==> config.mk <==
export PLATFORM = sky130hd
export DESIGN_NAME = tapir_ctl
export DESIGN_NICKNAME = d
export VERILOG_FILES = /design/src/rtl/tapir_pkg.sv /design/src/rtl/tapir_ir_shift.sv /design/src/rtl/tapir_instr_hold.sv /design/src/rtl/tapir_bypass.sv /design/src/rtl/tapir_tdo.sv /design/src/rtl/tapir_ctl.sv
export SDC_FILE = /design/constraint.sdc
export NUM_CORES = 1
export LEC_CHECK = 0
export ABC_AREA = 1
export CAP_MARGIN = 40
export CORE_MARGIN = 2
export CORE_UTILIZATION = 43
export CTS_BUF_LIST = sky130_fd_sc_hd__clkbuf_16
export DETAILED_ROUTE_END_ITERATION = 8
export PLACE_DENSITY = 0.72
export SYNTH_ARGS = -nofsm -noshare
export SYNTH_HDL_FRONTEND = slang
export SYNTH_HIERARCHICAL = 1
export SYNTH_SLANG_ARGS = --single-unit
==> constraint.sdc <==
create_clock -name tck_i -period 1.14 [get_ports tck_i]
set_input_delay 0.114 -clock tck_i [delete_from_list [all_inputs] [get_ports tck_i]]
set_output_delay 0.114 -clock tck_i [all_outputs]
set_load 0.005 [all_outputs]
==> src/rtl/tapir_pkg.sv <==
package tapir_pkg;
  typedef enum logic [2:0] {
    INS_BYPASS = 3'd0,
    INS_EXTEST = 3'd1,
    INS_SAMPLE = 3'd2,
    INS_CLAMP  = 3'd3,
    INS_HIGHZ  = 3'd4
  } instr_e;

  typedef struct packed {
    logic bsr_sel;
    logic bsr_drive;
    logic out_hiz;
    logic byp_sel;
  } mode_t;
endpackage

==> src/rtl/tapir_ir_shift.sv <==
module tapir_ir_shift #(
  parameter int unsigned IR_W = 8,
  parameter logic [IR_W-1:0] CAPTURE = 8'h3D
) (
  input  logic            tck_i,
  input  logic            rst_ni,
  input  logic            capture_i,
  input  logic            shift_i,
  input  logic            tdi_i,
  output logic [IR_W-1:0] sr_o
);
  logic [IR_W-1:0] sr_q;

  always_ff @(posedge tck_i or negedge rst_ni) begin
    if (!rst_ni)        sr_q <= CAPTURE;
    else if (capture_i) sr_q <= CAPTURE;
    else if (shift_i)   sr_q <= {tdi_i, sr_q[IR_W-1:1]};
  end

  assign sr_o = sr_q;
endmodule

==> src/rtl/tapir_instr_hold.sv <==
module tapir_instr_hold
  import tapir_pkg::*;
#(
  parameter int unsigned IR_W = 8,
  parameter logic [IR_W-1:0] OP_EXTEST = 8'h00,
  parameter logic [IR_W-1:0] OP_SAMPLE = 8'h81,
  parameter logic [IR_W-1:0] OP_CLAMP  = 8'h82,
  parameter logic [IR_W-1:0] OP_HIGHZ  = 8'h03
) (
  input  logic            tck_i,
  input  logic            rst_ni,
  input  logic            tlr_i,
  input  logic            update_i,
  input  logic [IR_W-1:0] code_i,
  output mode_t           mode_o
);
  instr_e dec;
  instr_e ins_q;

  always_comb begin
    unique case (code_i)
      OP_EXTEST: dec = INS_EXTEST;
      OP_SAMPLE: dec = INS_SAMPLE;
      OP_CLAMP:  dec = INS_CLAMP;
      OP_HIGHZ:  dec = INS_HIGHZ;
      default:   dec = INS_BYPASS;
    endcase
  end

  // instruction is applied on the falling edge only
  always_ff @(negedge tck_i or negedge rst_ni) begin
    if (!rst_ni)       ins_q <= INS_BYPASS;
    else if (tlr_i)    ins_q <= INS_BYPASS;
    else if (update_i) ins_q <= dec;
  end

  always_comb begin
    mode_o = '{bsr_sel: 1'b0, bsr_drive: 1'b0, out_hiz: 1'b0, byp_sel: 1'b1};
    case (ins_q)
      INS_EXTEST: mode_o = '{bsr_sel: 1'b1, bsr_drive: 1'b1, out_hiz: 1'b0, byp_sel: 1'b0};
      INS_SAMPLE: mode_o = '{bsr_sel: 1'b1, bsr_drive: 1'b0, out_hiz: 1'b0, byp_sel: 1'b0};
      INS_CLAMP:  mode_o = '{bsr_sel: 1'b0, bsr_drive: 1'b1, out_hiz: 1'b0, byp_sel: 1'b1};
      INS_HIGHZ:  mode_o = '{bsr_sel: 1'b0, bsr_drive: 1'b0, out_hiz: 1'b1, byp_sel: 1'b1};
      default:    ;
    endcase
  end
endmodule

==> src/rtl/tapir_bypass.sv <==
module tapir_bypass (
  input  logic tck_i,
  input  logic rst_ni,
  input  logic capture_i,
  input  logic shift_i,
  input  logic tdi_i,
  output logic bit_o
);
  logic q;

  always_ff @(posedge tck_i or negedge rst_ni) begin
    if (!rst_ni)        q <= 1'b0;
    else if (capture_i) q <= 1'b0;
    else if (shift_i)   q <= tdi_i;
  end

  assign bit_o = q;
endmodule

==> src/rtl/tapir_tdo.sv <==
module tapir_tdo (
  input  logic tck_i,
  input  logic rst_ni,
  input  logic shift_ir_i,
  input  logic shift_dr_i,
  input  logic ir_bit_i,
  input  logic dr_bit_i,
  output logic tdo_o,
  output logic tdo_oe_o
);
  logic tdo_q, oe_q;

  always_ff @(negedge tck_i or negedge rst_ni) begin
    if (!rst_ni) begin
      tdo_q <= 1'b0;
      oe_q  <= 1'b0;
    end else begin
      oe_q <= shift_ir_i | shift_dr_i;
      if (shift_ir_i)      tdo_q <= ir_bit_i;
      else if (shift_dr_i) tdo_q <= dr_bit_i;
    end
  end

  assign tdo_o    = tdo_q;
  assign tdo_oe_o = oe_q;
endmodule

==> src/rtl/tapir_ctl.sv <==
module tapir_ctl
  import tapir_pkg::*;
#(
  parameter int unsigned IR_W = 8,
  parameter logic [IR_W-1:0] CAPTURE   = 8'h3D,
  parameter logic [IR_W-1:0] OP_EXTEST = 8'h00,
  parameter logic [IR_W-1:0] OP_SAMPLE = 8'h81,
  parameter logic [IR_W-1:0] OP_CLAMP  = 8'h82,
  parameter logic [IR_W-1:0] OP_HIGHZ  = 8'h03
) (
  input  logic tck_i,
  input  logic rst_ni,
  input  logic tdi_i,
  input  logic tlr_i,
  input  logic capture_ir_i,
  input  logic shift_ir_i,
  input  logic update_ir_i,
  input  logic capture_dr_i,
  input  logic shift_dr_i,
  input  logic bsr_tdo_i,
  output logic bsr_sel_o,
  output logic bsr_drive_o,
  output logic out_hiz_o,
  output logic byp_sel_o,
  output logic tdo_o,
  output logic tdo_oe_o
);
  logic [IR_W-1:0] ir_sr;
  mode_t           mode;
  logic            byp_bit;
  logic            dr_bit;

  tapir_ir_shift #(.IR_W(IR_W), .CAPTURE(CAPTURE)) u_ir (
    .tck_i(tck_i), .rst_ni(rst_ni), .capture_i(capture_ir_i),
    .shift_i(shift_ir_i), .tdi_i(tdi_i), .sr_o(ir_sr)
  );

  tapir_instr_hold #(
    .IR_W(IR_W), .OP_EXTEST(OP_EXTEST), .OP_SAMPLE(OP_SAMPLE),
    .OP_CLAMP(OP_CLAMP), .OP_HIGHZ(OP_HIGHZ)
  ) u_hold (
    .tck_i(tck_i), .rst_ni(rst_ni), .tlr_i(tlr_i),
    .update_i(update_ir_i), .code_i(ir_sr), .mode_o(mode)
  );

  tapir_bypass u_byp (
    .tck_i(tck_i), .rst_ni(rst_ni), .capture_i(capture_dr_i),
    .shift_i(shift_dr_i), .tdi_i(tdi_i), .bit_o(byp_bit)
  );

  assign dr_bit = mode.bsr_sel ? bsr_tdo_i : byp_bit;

  tapir_tdo u_tdo (
    .tck_i(tck_i), .rst_ni(rst_ni), .shift_ir_i(shift_ir_i),
    .shift_dr_i(shift_dr_i), .ir_bit_i(ir_sr[0]), .dr_bit_i(dr_bit),
    .tdo_o(tdo_o), .tdo_oe_o(tdo_oe_o)
  );

  assign bsr_sel_o   = mode.bsr_sel;
  assign bsr_drive_o = mode.bsr_drive;
  assign out_hiz_o   = mode.out_hiz;
  assign byp_sel_o   = mode.byp_sel;
endmodule

==> results.yml, run 1 <==
routing:
  via_per_inst: 4.78
  dr_total_vias: 765
  drt_wl_total_um: 1910
  drc_errors: 0
  drtIter0Drc: 14
  wire_per_inst_um: 12.0
  ant_nets: 0
  firstDrtPassIters: 4
floorplanning:
  ios: 16
  core_sq_um: 1540
  dieArea_sq_um: 2030
  num_rows: 14
  fp.dieH_um: 45.0
  start_util_pct: 46.9
  die_x_um: 45.0
timing:
  slew_violations: 0
  tightest_slew_ns: 0.322
  setup_viol: 10
  maxSlewHeadroom_pct: 78.5
  finClkSkew_ns: 0.0354
  hold_viol: 0
  rsz0062_at_grt: "yes"
  worst_slack_ns: -0.686
  finalHoldWorstSlack_ns: 0.373
synthesis:
  synth_fp_nets: 109
  synth_area_sq_um: 723
  ys_ff_latch: 14
  yosysWarnings: 6
  synth_cells: 99
  ys_seq_area_share_pct: 49.3
  syn_area_per_cell_sq_um: 7.30
  ys_types: 15
setup_path:
  end_kind: "output port"
  cpMaxStageDelayCell: "dfrtn_1"
  cpPeakStageDelay_ns: 0.45
  critPathKind: "register to output port"
  crit_fanout: 4
  crit_required_ns: 1.03
  crit_top_cell: "nor2_1"
  worst_ep_arrival_time_ns: 1.71
  cp-start-kind: "register"
  path_cells: "nor2_1 > nor2_1 > nand2_1 > inv_2 > buf_6"
layout:
  post_layout_nonfiller_instances: 160
  drive_above_1_share_pct: 46.5
  nets: 155
  fillers: 90
  fin_util_pct: 79.8
  final_cell_mix: "35 x nand2_1, 23 x buf_4, 8 x inv_2"
  layout_commonest_cell: "nand2_1"
  diodes: 0
  fin_area_sq_um: 1230
  area_growth_pct: 70.1
grt:
  grt.overflow.total: 0
  grt_pass1_vias: 731
  antenna_found_initial: 0
  grt_first_pass_wirelength_um: 3080
  grt_max_degree: 10
  grt_usage_pct: 21.8
placed_design:
  dp_cells: 149
  dp_hpwl_um: 1220
  postPlaceCellArea_sq_um: 1040
  place.gp.congestion: 0.712
  numPortBuffers: 15
job:
  max_cap_violations: 0
cts:
  clkTransAtPathRegs_ns: 0.04
  tritoncts: "yes"
  cts.path.max_buffers: 2
  ctsHoldBuffers: 0
  root_buffer: "clkbuf_16"
  numCtsBuffers: 3
  clock_latency_ns: 0.28
  cts_sinks: 14
  cts-htree-levels: 1
power_and_ir_drop:
  ir_drop_uv: 1250
  p_leak_nw: 0.641
  powerDensity_nw_per_um2: 1200
min_path:
  hold_path_class: "input port to asynchronous set/reset pin"
run_status:
  violations: "setup timing"
  status: "finished, violations left"
[kinds of logic after synthesis]
kind of cell	Yosys count	share of synthesized area, %
buf+inv	16	8.82
flops	14	49.3
simple gates	62	37.0
compound gates	7	4.84
[cell usage after synthesis]
cell,count,area (sq um)
nand3_2,1,10.0
dfrtn_1,5,125
buf_4,1,7.51
nor3b_1,1,7.51
nand2_1,40,150
nor2_4,1,11.3
inv_1,14,52.6
inv_2,1,3.75
nor2_2,3,18.8
dfstp_2,5,131
nor2_1,8,30.0
a21oi_1,5,25.0
o21ai_1,2,10.0
dfrtp_1,4,100
nand3_1,8,40.0
[metrics by stage]
stage	total power (W)	setup TNS, ns	setup WS (ns)
after global placement	0.000762	-5.94	-0.741
after global routing	0.00153	-5.08	-0.759
after floorplan	0.000634	-2.04	-0.425
after CTS	0.00147	-4.50	-0.666
after detailed placement	0.000770	-6.28	-0.775
final	0.00147	-4.61	-0.686
[registers in the layout, indices dropped and copies added (netlist names)]
signal and count:
u_ir/sr_o 8, u_hold/ins_q 3, u_byp/bit_o 1, u_tdo/tdo_o 1, u_tdo/tdo_oe_o 1
[metal layers]
layer | track usage [%] | vias to the layer above | share of wire, %
met5 | 0 | - | 0
met4 | 10.6 | 0 | 1.5
met3 | 4.80 | 4 | 6.0
met2 | 39.7 | 19 | 52
met1 | 23.4 | 352 | 41
li1 | - | 390 | -
[report_power, final]
group	switching [W]	internal [W]	leakage, nW
clock network	0.000205	0.000464	0.0385
logic	0.000121	0.000127	0.432
registers	0.0000192	0.000538	0.170
[cell type report]
type / count / area (sq um) / area share, %
inverters: 15 / 56.3 / 4.58
clock buffers: 3 / 75.1 / 6.10
repair buffers: 42 / 342 / 27.8
multi-input cells: 69 / 377 / 30.6
clock inverters: 1 / 3.75 / 0.305
flip-flops and latches: 14 / 357 / 29.0
well taps: 16 / 20.0 / 1.63
[what timing repair did]
item                                    CTS  global route
resized for setup                        46             5
pin swaps                                13             9
buffers inserted                         10             2
gates cloned                              0             0
endpoints found under the setup margin   11            10
[critical path: cells and delay by family, from the launching register on]
family,cells,cell delay (ns)
flops,1,0.45
simple gates,3,0.26
buf+inv,2,0.16
[path summary, 6_finish.rpt]
kind / startpoint / endpoint / slack [ns] / cells past startpoint
min in group tck_i: shift_dr_i / u_byp/bit_o / 0.44 / 4
max: u_hold/ins_q[0] / bsr_sel_o / -0.69 / 5
min reg2reg: u_tdo/tdo_o / u_tdo/tdo_o / 0.44 / 2
min: rst_ni / u_byp/bit_o / 0.37 / 2
max in group asynchronous: rst_ni / u_tdo/tdo_oe_o / 0.34 / 1
max reg2reg: u_ir/sr_o[0] / u_hold/ins_q[0] / -0.50 / 7
Note: power is estimated with default switching activity, not from simulation.
==> run 2: changes to the inputs <==
SLEW_MARGIN = 20   (was unset)
==> results of run 2 <==
No change in the layout: final DEF, timing and power equal those of run 1.
==> run 3: changes to the inputs <==
CORE_MARGIN = unset   (was 2)
CORE_UTILIZATION = 27   (was 43)
MAX_ROUTING_LAYER = met4   (was unset)
PLACE_DENSITY = unset   (was 0.72)
==> results.yml, run 3 (synthesis gave the netlist of run 1 again) <==
setup_path:
  path_cells: "nor2_1 > nor2_1 > nand2_2 > inv_2 > buf_2"
  cpMaxStageDelayCell: "dfrtn_1"
  crit_required_ns: 1.03
  worst_ep_arrival_time_ns: 1.69
  critPathKind: "register to output port"
  crit_top_cell: "nor2_1"
  cpPeakStageDelay_ns: 0.45
  cp-start-kind: "register"
  path_buf_inv: 2
  r2r_setup_slack_ns: -0.46
  rr_worst_depth: 7
  end_kind: "output port"
  crit_fanout: 3
  worstReg2RegStart: "u_ir/sr_o[5]"
  r2r-end: "u_hold/ins_q[0]"
  critPathTopFamily: "flip-flops"
floorplanning:
  fp.dieH_um: 53.8
  die_x_um: 53.8
  ios: 16
  dieArea_sq_um: 2890
  num_rows: 18
  core_sq_um: 2500
  start_util_pct: 28.9
timing:
  finClkSkew_ns: 0.0322
  fin_tns_setup_ns: -4.58
  slew_violations: 0
  tightest_slew_ns: 0.276
  worst_slack_ns: -0.668
  hold_viol: 0
  setup_viol: 10
  maxSlewHeadroom_pct: 81.5
  rsz0062_at_grt: "yes"
job:
  max_cap_violations: 0
power_and_ir_drop:
  ir_drop_uv: 893
  p_sw_share_pct: 22.2
  power_frac_comb_pct: 17.2
  intPower_w: 0.00114
  p_leak_nw: 0.652
  p_sw_w: 0.000324
  powerDensity_nw_per_um2: 1160
  clock_power_share_pct: 44.7
  pwr-share-seq_pct: 38.1
layout:
  largest_reg_flops: 8
  final_cell_mix: "35 x nand2_1, 25 x buf_4, 8 x inv_1"
  nets: 158
  drive_above_1_share_pct: 46.9
  area_growth_pct: 74.4
  diodes: 0
  layout_commonest_cell: "nand2_1"
  fillers: 241
routing:
  dr_total_vias: 761
  drc_errors: 0
  ant_nets: 0
  wire_per_inst_um: 9.56
  via_per_inst: 4.30
  drt_wl_total_um: 1690
  firstDrtPassIters: 4
  drtIter0Drc: 4
run_status:
  violations: "setup timing"
  status: "finished, violations left"
grt:
  grt_usage_pct: 13.9
  antenna_found_initial: 0
  grt.overflow.total: 0
  grt_max_degree: 10
  grt_first_pass_wirelength_um: 2780
  grt_pass1_vias: 709
cts:
  clkTransAtPathRegs_ns: 0.05
  clock_latency_ns: 0.27
  cts-htree-levels: 1
  ctsHoldBuffers: 0
  cts_sinks: 14
  root_buffer: "clkbuf_16"
  numCtsBuffers: 3
  cts.path.max_buffers: 2
  tritoncts: "yes"
placed_design:
  dp_slack_ns: -0.744
  dp_hpwl_um: 1190
  place.gp.congestion: 0.780
  numPortBuffers: 15
min_path:
  hold_path_class: "input port to asynchronous set/reset pin"
[run 3: worst max-delay path by stage]
stage	startpoint	end	slack, ns	cells past startpoint
2_1_floorplan	u_ir/sr_o[2]	u_hold/ins_q[0]	-0.43	7
3_3_place_gp	u_hold/ins_q[0]	bsr_sel_o	-0.72	5
3_5_place_dp	u_hold/ins_q[0]	bsr_sel_o	-0.74	5
4_1_cts	u_hold/ins_q[0]	bsr_sel_o	-0.64	5
5_1_grt	u_hold/ins_q[0]	bsr_sel_o	-0.73	5
6_report	u_hold/ins_q[0]	bsr_sel_o	-0.67	5
[run 3: final cells by class]
cell class / count / area, sq um / area share (%)
multi-input cells: 69 / 370 / 29.4
repair buffers: 45 / 362 / 28.7
flip-flops and latches: 14 / 357 / 28.3
clock buffers: 3 / 75.1 / 5.95
inverters: 15 / 56.3 / 4.46
well taps: 30 / 37.5 / 2.98
clock inverters: 1 / 3.75 / 0.298
[run 3: what timing repair did]
action / 4_1_cts / 5_1_grt
pin swaps: 12 / 9
resized for setup: 36 / 12
hold endpoints to repair: 0 / 0
buffers inserted: 8 / 2
setup endpoints to repair: 11 / 10
[run 3: worst register-to-register path: stages (launching register included)]
cell     delay (ns)
dfstp_2        0.54
inv_2          0.04
nand2_4        0.09
nor2_4         0.05
nand2_2        0.05
nand2_1        0.04
nand2_1        0.05
nand2_1        0.04
[run 3: metal layers]
layer / track usage (%) / vias to the layer above / wire length, um
met5: - / - / 0
li1: - / 399 / -
met2: 24.7 / 14 / 888
met4: 5.26 / 0 / 38
met1: 15.3 / 342 / 690
met3: 2.54 / 6 / 76
[run 3: stage by stage]
stage | hold WS, ns | utilization [%] | cells | power [W] | area, sq um
after floorplan | -0.182 | - | 99 | 0.000634 | 731
after global placement | 0.484 | 43.0 | 165 | 0.000770 | 1080
after detailed placement | 0.496 | 43.0 | 165 | 0.000774 | 1080
after CTS | 0.417 | 47.9 | 175 | 0.00145 | 1200
after global routing | 0.454 | 50.5 | 177 | 0.00153 | 1260
final | 0.402 | 50.5 | 177 | 0.00146 | 1260
[run 3: power by group through the flow]
stage / registers, W / logic, W / clock network, W
final: 0.000556 / 0.000252 / 0.000653
after floorplan: 0.000564 / 0.0000705 / 0
after global placement: 0.000559 / 0.000211 / 0
after global routing: 0.000558 / 0.000279 / 0.000693
after CTS: 0.000555 / 0.000228 / 0.000668
after detailed placement: 0.000561 / 0.000213 / 0
